<file path="src/rtl/manch_pkg.sv">
`timescale 1ns/1ps
package manch_pkg;

    localparam int WORD_W    = 17;
    localparam int LEN_W     = $clog2(WORD_W + 1);
    localparam int BIT_CNT_W = 16;

    typedef enum logic [2:0] {
        S_IDLE,
        S_HUNT,
        S_DATA,
        S_STOP1,
        S_STOP2,
        S_DONE
    } rx_state_e;

    typedef struct packed {
        logic [LEN_W-1:0] nbits;
        logic             auto16;
    } len_cfg_t;

    typedef struct packed {
        logic lvl;
        logic chg;
        logic rising;
    } line_ev_t;

    typedef struct packed {
        logic half_ok;
        logic hunt_late;
        logic full_ok;
        logic late;
        logic at_mid;
        logic at_stop2;
    } tmr_flags_t;

    function automatic len_cfg_t decode_len(input logic [3:0] code);
        len_cfg_t c;
        c.auto16 = 1'b0;
        unique case (code)
            4'd0:    c.nbits = LEN_W'(5);
            4'd1:    c.nbits = LEN_W'(6);
            4'd2:    c.nbits = LEN_W'(7);
            4'd3:    c.nbits = LEN_W'(8);
            4'd4:    c.nbits = LEN_W'(9);
            4'd5:    c.nbits = LEN_W'(13);
            4'd6:    c.nbits = LEN_W'(14);
            4'd7:    c.nbits = LEN_W'(15);
            4'd8:    c.nbits = LEN_W'(16);
            4'd9:    c.nbits = LEN_W'(17);
            4'd10: begin
                c.nbits  = LEN_W'(17);
                c.auto16 = 1'b1;
            end
            default: c.nbits = LEN_W'(8);
        endcase
        return c;
    endfunction

endpackage

</file>
<file path="src/rtl/manch_line_sync.sv">
`timescale 1ns/1ps
module manch_line_sync
    import manch_pkg::*;
#(
    parameter int   SYNC_STAGES = 2,
    parameter logic IDLE_LVL    = 1'b1
) (
    input  logic     clk,
    input  logic     rst,
    input  logic     line_i,
    input  logic     tick_i,
    output line_ev_t ev_o
);

    logic [SYNC_STAGES-1:0] sync_q;
    logic                   smp_q;
    logic                   cur;

    assign cur = sync_q[SYNC_STAGES-1];

    always_ff @(posedge clk) begin
        if (rst) begin
            sync_q <= {SYNC_STAGES{IDLE_LVL}};
            smp_q  <= IDLE_LVL;
        end else begin
            sync_q <= {sync_q[SYNC_STAGES-2:0], line_i};
            if (tick_i) smp_q <= cur;
        end
    end

    always_comb begin
        ev_o.lvl    = cur;
        ev_o.chg    = tick_i && (cur != smp_q);
        ev_o.rising = tick_i && cur && !smp_q;
    end

endmodule

</file>
<file path="src/rtl/manch_interval_timer.sv">
`timescale 1ns/1ps
module manch_interval_timer
    import manch_pkg::*;
#(
    parameter int CNT_W = BIT_CNT_W
) (
    input  logic             clk,
    input  logic             rst,
    input  logic             tick_i,
    input  logic             clear_i,
    input  logic [CNT_W-1:0] bit_ticks_i,
    output tmr_flags_t       flags_o
);

    localparam int TMR_W = CNT_W + 2;

    logic [TMR_W-1:0] cnt_q;
    logic [TMR_W-1:0] elapsed;
    logic [TMR_W-1:0] per, qtr, half, stop2_at;
    logic [TMR_W-1:0] half_hi, full_lo, full_hi;

    always_comb begin
        per      = {2'b00, bit_ticks_i};
        qtr      = per >> 2;
        half     = per >> 1;
        half_hi  = half + qtr;
        full_lo  = per - qtr;
        full_hi  = per + qtr;
        stop2_at = per << 1;
        elapsed  = (cnt_q == '1) ? cnt_q : cnt_q + TMR_W'(1);
    end

    always_ff @(posedge clk) begin
        if (rst) begin
            cnt_q <= '0;
        end else if (tick_i) begin
            cnt_q <= clear_i ? '0 : elapsed;
        end
    end

    always_comb begin
        flags_o.half_ok   = (elapsed >= qtr) && (elapsed <= half_hi);
        flags_o.hunt_late = (elapsed > half_hi);
        flags_o.full_ok   = (elapsed >= full_lo) && (elapsed <= full_hi);
        flags_o.late      = (elapsed > full_hi);
        flags_o.at_mid    = (elapsed == per);
        flags_o.at_stop2  = (elapsed == stop2_at);
    end

    // timing advances only on sample ticks
    a_r11_count_only_on_tick: assert property (@(posedge clk) disable iff (rst)
        !tick_i |=> $stable(cnt_q));

endmodule

</file>
<file path="src/rtl/manch_shift17.sv">
`timescale 1ns/1ps
module manch_shift17
    import manch_pkg::*;
#(
    parameter int W   = WORD_W,
    parameter int CW  = LEN_W
) (
    input  logic          clk,
    input  logic          rst,
    input  logic          clear_i,
    input  logic          shift_i,
    input  logic          bit_i,
    input  logic          msb_first_i,
    output logic [W-1:0]  word_o,
    output logic [CW-1:0] count_o
);

    logic [W-1:0]  sh_q;
    logic [CW-1:0] cnt_q;

    always_ff @(posedge clk) begin
        if (rst || clear_i) begin
            sh_q  <= '0;
            cnt_q <= '0;
        end else if (shift_i) begin
            cnt_q <= cnt_q + CW'(1);
            if (msb_first_i) sh_q <= {sh_q[W-2:0], bit_i};
            else             sh_q <= {bit_i, sh_q[W-1:1]};
        end
    end

    always_comb begin
        if (msb_first_i) word_o = sh_q;
        else             word_o = sh_q >> (CW'(W) - cnt_q);
    end

    assign count_o = cnt_q;

    // never more bits than the register holds
    a_r4_shift_in_range: assert property (@(posedge clk) disable iff (rst)
        shift_i |-> (cnt_q < CW'(W)));

endmodule

</file>
<file path="src/rtl/manch_rx.sv">
`timescale 1ns/1ps
module manch_rx
    import manch_pkg::*;
#(
    parameter int CNT_W = BIT_CNT_W
) (
    input  logic              clk,
    input  logic              rst,
    input  logic              rx_line,
    input  logic              rx_enable,
    input  logic              manch_mode,
    input  logic [3:0]        len_sel,
    input  logic              msb_first,
    input  logic [CNT_W-1:0]  bit_ticks,
    input  logic              sample_en,
    output logic [WORD_W-1:0] rx_data,
    output logic [1:0]        stop_bits,
    output logic              rx_valid,
    output logic              len17_flag,
    output logic              frame_err
);

    rx_state_e   state_q, state_d;
    line_ev_t    ev;
    tmr_flags_t  tf;
    len_cfg_t    cfg;
    logic        run, cfg_auto;
    logic        tmr_clear, sh_clear, sh_shift;
    logic        cap_mid, cap_s1, s1_from_mid, load_out, err_set;
    logic        mid_lvl_q, s1_q;
    logic [WORD_W-1:0] sh_word;
    logic [LEN_W-1:0]  sh_cnt;
    logic [WORD_W-1:0] data_q;
    logic [1:0]        stop_q;
    logic              flag_q, err_q;

    assign run      = rx_enable && manch_mode;
    assign cfg      = decode_len(len_sel);
    assign cfg_auto = cfg.auto16;

    manch_line_sync #(.SYNC_STAGES(2), .IDLE_LVL(1'b1)) u_sync (
        .clk    (clk),
        .rst    (rst),
        .line_i (rx_line),
        .tick_i (sample_en),
        .ev_o   (ev)
    );

    manch_interval_timer #(.CNT_W(CNT_W)) u_timer (
        .clk         (clk),
        .rst         (rst),
        .tick_i      (sample_en),
        .clear_i     (tmr_clear),
        .bit_ticks_i (bit_ticks),
        .flags_o     (tf)
    );

    manch_shift17 #(.W(WORD_W), .CW(LEN_W)) u_shift (
        .clk         (clk),
        .rst         (rst),
        .clear_i     (sh_clear),
        .shift_i     (sh_shift),
        .bit_i       (ev.lvl),
        .msb_first_i (msb_first),
        .word_o      (sh_word),
        .count_o     (sh_cnt)
    );

    always_comb begin
        state_d     = state_q;
        tmr_clear   = 1'b0;
        sh_clear    = 1'b0;
        sh_shift    = 1'b0;
        cap_mid     = 1'b0;
        cap_s1      = 1'b0;
        s1_from_mid = 1'b0;
        load_out    = 1'b0;
        err_set     = 1'b0;
        if (!run) begin
            state_d = S_IDLE;
        end else begin
            unique case (state_q)
                S_IDLE: begin
                    if (ev.chg && !ev.rising) begin
                        state_d   = S_HUNT;
                        tmr_clear = 1'b1;
                    end
                end
                S_HUNT: begin
                    if (ev.rising) begin
                        if (tf.half_ok) begin
                            state_d   = S_DATA;
                            tmr_clear = 1'b1;
                            sh_clear  = 1'b1;
                        end else begin
                            state_d = S_IDLE;
                        end
                    end else if (sample_en && tf.hunt_late) begin
                        state_d = S_IDLE;
                    end
                end
                S_DATA: begin
                    if (sample_en && tf.at_mid) cap_mid = 1'b1;
                    if (ev.chg && tf.full_ok) begin
                        sh_shift  = 1'b1;
                        tmr_clear = 1'b1;
                        if (sh_cnt + LEN_W'(1) == cfg.nbits) state_d = S_STOP1;
                    end else if (sample_en && tf.late) begin
                        if (cfg.auto16 && sh_cnt == LEN_W'(16)) begin
                            s1_from_mid = 1'b1;
                            state_d     = S_STOP2;
                        end else begin
                            err_set = 1'b1;
                            state_d = S_IDLE;
                        end
                    end
                end
                S_STOP1: begin
                    if (sample_en && tf.at_mid) begin
                        cap_s1  = 1'b1;
                        state_d = S_STOP2;
                    end
                end
                S_STOP2: begin
                    if (sample_en && tf.at_stop2) begin
                        load_out = 1'b1;
                        state_d  = S_DONE;
                    end
                end
                S_DONE:  state_d = S_IDLE;
                default: state_d = S_IDLE;
            endcase
        end
    end

    always_ff @(posedge clk) begin
        if (rst) begin
            state_q   <= S_IDLE;
            mid_lvl_q <= 1'b0;
            s1_q      <= 1'b0;
            data_q    <= '0;
            stop_q    <= '0;
            flag_q    <= 1'b0;
            err_q     <= 1'b0;
        end else begin
            state_q <= state_d;
            err_q   <= err_set;
            if (cap_mid)     mid_lvl_q <= ev.lvl;
            if (cap_s1)      s1_q      <= ev.lvl;
            if (s1_from_mid) s1_q      <= mid_lvl_q;
            if (load_out) begin
                data_q <= sh_word;
                stop_q <= {ev.lvl, s1_q};
                flag_q <= cfg.auto16 && (sh_cnt == LEN_W'(17));
            end
        end
    end

    assign rx_data    = data_q;
    assign stop_bits  = stop_q;
    assign len17_flag = flag_q;
    assign frame_err  = err_q;
    assign rx_valid   = (state_q == S_DONE);

    // completion pulse lasts one cycle
    a_r8_valid_single: assert property (@(posedge clk) disable iff (rst)
        rx_valid |=> !rx_valid);

    // nothing reported once reception is switched off
    a_r10_quiet_when_off: assert property (@(posedge clk) disable iff (rst)
        !run |=> (!rx_valid && !frame_err));

    // an error never coincides with a completed frame
    a_r9_err_excludes_valid: assert property (@(posedge clk) disable iff (rst)
        !(frame_err && rx_valid));

    // the held word survives a framing error
    a_r9_data_held_on_err: assert property (@(posedge clk) disable iff (rst)
        frame_err |-> $stable(rx_data));

    // the length flag is only raised by the automatic mode
    a_r6_flag_needs_auto: assert property (@(posedge clk) disable iff (rst)
        (rx_valid && !$past(cfg_auto)) |-> !len17_flag);

endmodule

</file>
<file path="config.mk">
export PLATFORM = sky130hd
export DESIGN_NAME = manch_rx
export DESIGN_NICKNAME = d
export VERILOG_FILES = /design/src/rtl/manch_pkg.sv /design/src/rtl/manch_line_sync.sv /design/src/rtl/manch_interval_timer.sv /design/src/rtl/manch_shift17.sv /design/src/rtl/manch_rx.sv
export SDC_FILE = /design/constraint.sdc
export NUM_CORES = 1
export LEC_CHECK = 0
export BUFFER_PORTS_ARGS = -buffer_cell sky130_fd_sc_hd__buf_2
export CAP_MARGIN = 20
export CELL_PAD_IN_SITES_DETAIL_PLACEMENT = 2
export CELL_PAD_IN_SITES_GLOBAL_PLACEMENT = 2
export CORE_MARGIN = 3
export CORE_UTILIZATION = 41
export DETAILED_ROUTE_END_ITERATION = 6
export GPL_TIMING_DRIVEN = 0
export PLACE_DENSITY_LB_ADDON = 0.15
export SLEW_MARGIN = 0
export SYNTH_ARGS = -nofsm -noshare
export SYNTH_HDL_FRONTEND = slang
export SYNTH_SLANG_ARGS = --single-unit
</file>
<file path="constraint.sdc">
create_clock -name clk -period 12.4 [get_ports clk]
set_input_delay 0 -clock clk [delete_from_list [all_inputs] [get_ports clk]]
set_output_delay 0 -clock clk [all_outputs]
set_load 0.01 [all_outputs]
</file>
==> Word level (Yosys, flattened, before mapping) <==
Cells that the tools add are included.
{ "totals": {"regBits": 69, "latchBits": 0, "ramBits": 0, "rom_bits": 0, "input_bits": 27, "output_inout_bits": 22, "wordCells": 122, "memories": 0} }
{ "classes": {"addsub": 6, "n_mul": 0, "n_div": 0, "n_lt_le_gt_ge": 6, "eq_ne": 27, "shift": 1, "mux": 43, "n_bitwise": 3, "reduce_logical": 24} }
{ "ops": {"columns": ["op", "count"], "rows": [
  ["5-bit case mux with 9 select lines", 1],
  ["18-bit greater-than comparator", 2],
  ["18-bit less-or-equal comparator", 2],
  ["18-bit two-way mux", 2],
  ["17-bit two-way mux", 2],
  ["3-bit two-way mux", 9],
  ["1-bit two-way mux", 26],
  ["18-bit by 1-bit adder with 18-bit output (second input constant)", 1],
  ["18-bit by 16-bit == test with 1-bit output", 1],
  ["18-bit by 17-bit == test with 1-bit output", 1],
  ["18-bit == test (second input constant)", 1],
  ["18-bit by 14-bit >= comparator with 1-bit output", 1],
  ["18-bit >= comparator", 1],
  ["16-bit by 14-bit adder with 17-bit output", 1],
  ["17-bit by 5-bit >> shifter with 17-bit output", 1],
  ["16-bit by 14-bit subtractor with 17-bit output", 1],
  ["15-bit by 14-bit adder with 16-bit output", 1],
  ["4-bit by 3-bit == test with 1-bit output (second input constant)", 4],
  ["3-bit case mux with 5 select lines", 1],
  ["1-bit logical AND", 14],
  ["4-bit == test (second input constant)", 3],
  ["5-bit == test (second input constant)", 2],
  ["3-bit inequality test (second input constant)", 3],
  ["3-bit by 2-bit == test with 1-bit output (second input constant)", 2],
  ["20 further kinds", 27]
]} }

==> Depth between registers and ports, before layout <==
{ "logic_depth": {"word_depth": 9, "mapped_depth": 25, "mapped_depth_nobuf": 23} }

==> By module <==
Synthesis repeated with hierarchy kept, for this count alone.
{ "unflattened": {"cells_unflattened": 1175, "hier_area_um2": 8907.3} }
{ "by_module_without_submodules": {"columns": ["mod", "n_inst", "cells_each", "area_each_um2", "seq_area_each_um2"], "rows": [
  ["manch_interval_timer", 1, 759, 5464.0, 360.3],
  ["manch_shift17", 1, 217, 1878.1, 440.4],
  ["manch_rx", 1, 187, 1448.9, 520.5],
  ["manch_line_sync", 1, 12, 116.4, 60.1]
]} }

==> Least setup slack after synthesis <==
OpenSTA, ideal clock, no wires.
{ "synth_path": {"path_type": "input to register", "from": "input port bit_ticks[3]", "to": "register u_timer.cnt_q[1]", "setup_ps": 103, "arrival_ps": 4427, "required_ps": 12297, "path_slack_ps": 7869, "stages": 24, "n_path_buf": 2, "cell_sequence": "clkbuf_1 -> inv_1 -> ha_1 -> nor2b_1 -> o21a_1 -> o21ai_0 -> a21oi_1 -> o41a_1 -> a21bo_2 -> o41ai_1 -> nor4_1 -> a221oi_1 -> xnor2_1 -> ha_1 -> nand4_1 -> or2_2 -> a31o_2 -> a31oi_1 -> nand3b_1 -> o32a_1 -> nor2_1 -> o21a_1 -> buf_4 -> a2111oi_2"} }
{ "synth_via": {"elab_chain_len": 8, "word_cells_on_any_way": 16, "cone_classes": "add/sub (3); order compare (4); mux (6); reduce/logical (3)"} }
{ "synth_rtl": {"columns": ["element", "line_no", "rtl"], "rows": [
  ["from (decl)", "manch_rx.sv:14", "input logic [CNT_W-1:0] bit_ticks,"],
  ["15-bit by 14-bit adder with 16-bit output, or another cell as far along", "manch_interval_timer.sv:26", "half_hi = half + qtr;"],
  ["18-bit less-or-equal comparator, or another cell as far along", "manch_interval_timer.sv:42", "flags_o.half_ok = (elapsed >= qtr) && (elapsed <= half_hi);"],
  ["1-bit logical AND (on tied branches)", "manch_interval_timer.sv:42, manch_interval_timer.sv:44", null],
  ["1-bit two-way mux / 1-bit logical AND (equally long branches)", "manch_rx.sv:91, manch_rx.sv:104", null],
  ["1-bit two-way mux (on tied branches)", "manch_rx.sv:90, manch_rx.sv:104", null],
  ["1-bit case mux with 3 select lines *", "manch_rx.sv:82", "unique case (state_q)"],
  ["1-bit two-way mux *", "manch_rx.sv:79", "if (!run) begin"],
  ["18-bit two-way mux *", "manch_interval_timer.sv:37", "cnt_q <= clear_i ? '0 : elapsed;"],
  ["to (signal assigned)", "manch_interval_timer.sv:37", null],
  ["to (decl)", "manch_interval_timer.sv:17", "logic [TMR_W-1:0] cnt_q;"]
]} }
Every way passes the cells marked *; elsewhere a longest branch is shown, timed or not.
A chain may end at the register's enable or synchronous reset.

==> Worst setup path in the final report <==
{ "layout_path": {"from": "input port bit_ticks[3]", "to": "register u_timer.cnt_q[12]"} }
Same word-level chain as after synthesis.

==> impl_metrics.env <==
export IMPL_antennaDiodeCount=0
export IMPL_grt_pass1_wl_mm=56.2
export IMPL_cts_resized_gates=0
export IMPL_required_ns=12.66
export IMPL_cts_clk_slew_worst_paths_ns=0.06
export IMPL_worstSetupPathType="in2reg"
export IMPL_synthesis_nets=1260
export IMPL_grt_total_usage_pct=29.6
export IMPL_fillers=2499
export IMPL_synth_area_leader_cell="ha_1"
export IMPL_syn_area_sq_um=8880
export IMPL_leakagePower_nw=4.09
export IMPL_hpwlAfterDp_mm=27.1
export IMPL_hold_path_class="in2reg"
export IMPL_r2r_start="u_timer.cnt_q[1]$_SDFFE_PP0P_"
export IMPL_final_util_pct=46.2
export IMPL_finalSetupTns_ns=0
export IMPL_hold_start="rst"
export IMPL_cts_sinks=69
export IMPL_route_detailed_drc=0
export IMPL_via_per_inst=6.31
export IMPL_tightest_slew_ns=1.16
export IMPL_syn_area_per_cell_sq_um=7.96
export IMPL_portBuffers=43
export IMPL_rr_worst_depth=17
export IMPL_cts_buffers=9
export IMPL_wire_per_inst_um=24.0
export IMPL_path_max_fanout=10
export IMPL_synthFlopType="dfxtp_1"
export IMPL_holdPathStages=2
export IMPL_timing_rr_end="u_shift.sh_q[16]$_SDFFE_PP0P_"
export IMPL_holdBufCountCts=1
export IMPL_coreArea_sq_um=21200
export IMPL_hold_viol=0
export IMPL_synthArstFlopShare_pct=0
export IMPL_yosys_warnings=0
export IMPL_cpPeakStageDelay_ns=0.58
export IMPL_final_cell_mix="114 x ha_1, 103 x nor2_1, 72 x a21oi_1"
export IMPL_setup_violations=0
export IMPL_cap_violations=0
export IMPL_vdd_drop_max_uv=55.9
export IMPL_fmax_mhz=175
export IMPL_vias=9150
export IMPL_start_util_pct=42.0
export IMPL_dp_slack_ns=6.44
export IMPL_cts_tree="done"
export IMPL_clk_latency_ns=0.35
export IMPL_post_route_min_period_ns=5.71
export IMPL_synth_edf_count=0
export IMPL_powerDensity_nw_per_um2=74.4
export IMPL_die_area_sq_um=23500
export IMPL_grt_max_degree=14
export IMPL_drtAntennaViolNets=0
export IMPL_gp_congestion=0.947
export IMPL_finalCritPeriodShare_pct=46.1
export IMPL_finalNonFillerCells=1451
export IMPL_die_h_um=153
export IMPL_status="finished clean"
export IMPL_slew_viol_final=0
export IMPL_synth_top_cell_area_share_pct=16.1
export IMPL_drive_gt1_share_pct=11.8
export IMPL_rrSetupSlack_ns=6.75
export IMPL_grt_setup_unrepaired="false"
export IMPL_antenna_found_initial=0
export IMPL_crit_arrival_ns=5.97
export IMPL_firstDrtPassIters=4
export IMPL_cpMaxStageDelayCell="a2111oi_0"
export IMPL_hold_end="u_timer.cnt_q[1]$_SDFFE_PP0P_"
export IMPL_row_count=53
export IMPL_fin_nets=1315
export IMPL_first_iter_violations=470
export IMPL_cts_buffer_depth=2
export IMPL_die_w_um=153
export IMPL_ios=49
export IMPL_overflow=0
export IMPL_areaGrowthSynthToFinish_pct=10.1
export IMPL_ys_top_cells_by_area="ha_1 16%, dfxtp_1 16%, xnor2_1 5.8%"
export IMPL_cts_setup_buffers=0
export IMPL_htreeDepth=3
export IMPL_layout_setup_ws_ns=6.69
export IMPL_grt_pass1_vias=9940
export IMPL_yosysSeqAreaShare_pct=15.6
export IMPL_end_kind="flip-flop"
export IMPL_fin_skew_ns=0.0114
export IMPL_routed_wl_mm=34.8
export IMPL_ys_ff_latch=69
export IMPL_ys_types=94
export IMPL_clock_root_buffer="clkbuf_16"
export IMPL_final_common_cell="ha_1"
export IMPL_place_inst=1434
export IMPL_critPathLaunchType="primary input"
export IMPL_synthCells=1116
export IMPL_relSlewSlack_pct=22.3
## stage by stage
stage	hold slack (ns)	power, mW	area, sq um
2_1_floorplan	0.104	0.376	8880
3_3_place_gp	0.185	0.428	9440
3_5_place_dp	0.206	0.439	9440
4_1_cts	0.0336	0.731	9770
5_1_grt	0.0894	0.770	9770
6_report	0.0567	0.727	9770
## cells by family (layout without fill, tap and decap cells)
kind of cell             after synthesis  in the layout  synth area share, %
AND/OR/NAND/NOR                      369            369                 21.9
AO/OA/AOI/OAI                        305            305                 24.3
adder cells (fa/ha/maj)              117            117                 16.7
buffers and inverters                116            176                 5.85
XOR/XNOR                              91             91                 8.98
flip-flops                            69             69                 15.6
multiplexers                          49             49                 6.71
## worst max-delay path by stage
stage / cells after the start / to / start
after floorplan: 24 / u_timer.cnt_q[1]$_SDFFE_PP0P_ / bit_ticks[3]
after global placement: 25 / u_timer.cnt_q[8]$_SDFFE_PP0P_ / bit_ticks[3]
after detailed placement: 25 / u_timer.cnt_q[9]$_SDFFE_PP0P_ / bit_ticks[3]
after CTS: 25 / u_timer.cnt_q[12]$_SDFFE_PP0P_ / bit_ticks[3]
after global routing: 25 / u_timer.cnt_q[8]$_SDFFE_PP0P_ / bit_ticks[3]
final: 25 / u_timer.cnt_q[12]$_SDFFE_PP0P_ / bit_ticks[3]
## sequential cells by signal, summed over array words and instances (netlist names)
name / flops
mid_lvl_q: 1
frame_err: 1
u_sync.sync_q: 2
s1_q: 1
u_sync.smp_q: 1
len17_flag: 1
state_q: 3
rx_data: 17
u_shift.count_o: 5
u_shift.sh_q: 17
u_timer.cnt_q: 18
stop_bits: 2
## critical path, delay by kind of cell
| kind | cells | cell delay, ns |
|---|---|---|
| adders and majority gates | 2 | 0.62 |
| buffers and inverters | 5 | 1.32 |
| and+or+nand+nor | 4 | 0.72 |
| AOI/OAI and AO/OA | 13 | 3.11 |
| xor gates and xnor gates | 1 | 0.17 |
## Yosys cell counts (30+ instances only)
library cell,n
mux2i_1,37
nor3_1,47
nor2_1,103
nand2_1,67
ha_1,114
o21ai_0,42
xor2_1,32
xnor2_1,59
a21oi_1,72
dfxtp_1,69
clkbuf_1,30
inv_1,50
## cell type report
class | instances | area, sq um | area share, %
clock inverter | 6 | 95.1 | 0.973
inverter | 53 | 199 | 2.04
sequential | 69 | 1380 | 14.1
clock buffer | 10 | 229 | 2.34
timing repair buffer | 44 | 225 | 2.30
buffer | 63 | 320 | 3.28
multi-input combinational | 931 | 6980 | 71.4
tap | 275 | 344 | 3.52
## layer usage
metal | GRT usage, % | wire length (um) | part of all wire [%] | vias to the layer above
li1 | - | - | - | 4258
met1 | 34.9 | 14500 | 42 | 4564
met2 | 54.1 | 17600 | 51 | 236
met3 | 3.68 | 1250 | 3.6 | 92
met4 | 11.8 | 1440 | 4.1 | 0
met5 | 0 | 0 | 0 | -
## report_power, final
group          internal [mW]  switching [mW]  total [mW]
Clock                  0.178           0.113       0.291
Combinational         0.0833           0.126       0.210
Sequential             0.223         0.00237       0.226
(Power assumes the default switching activity.)
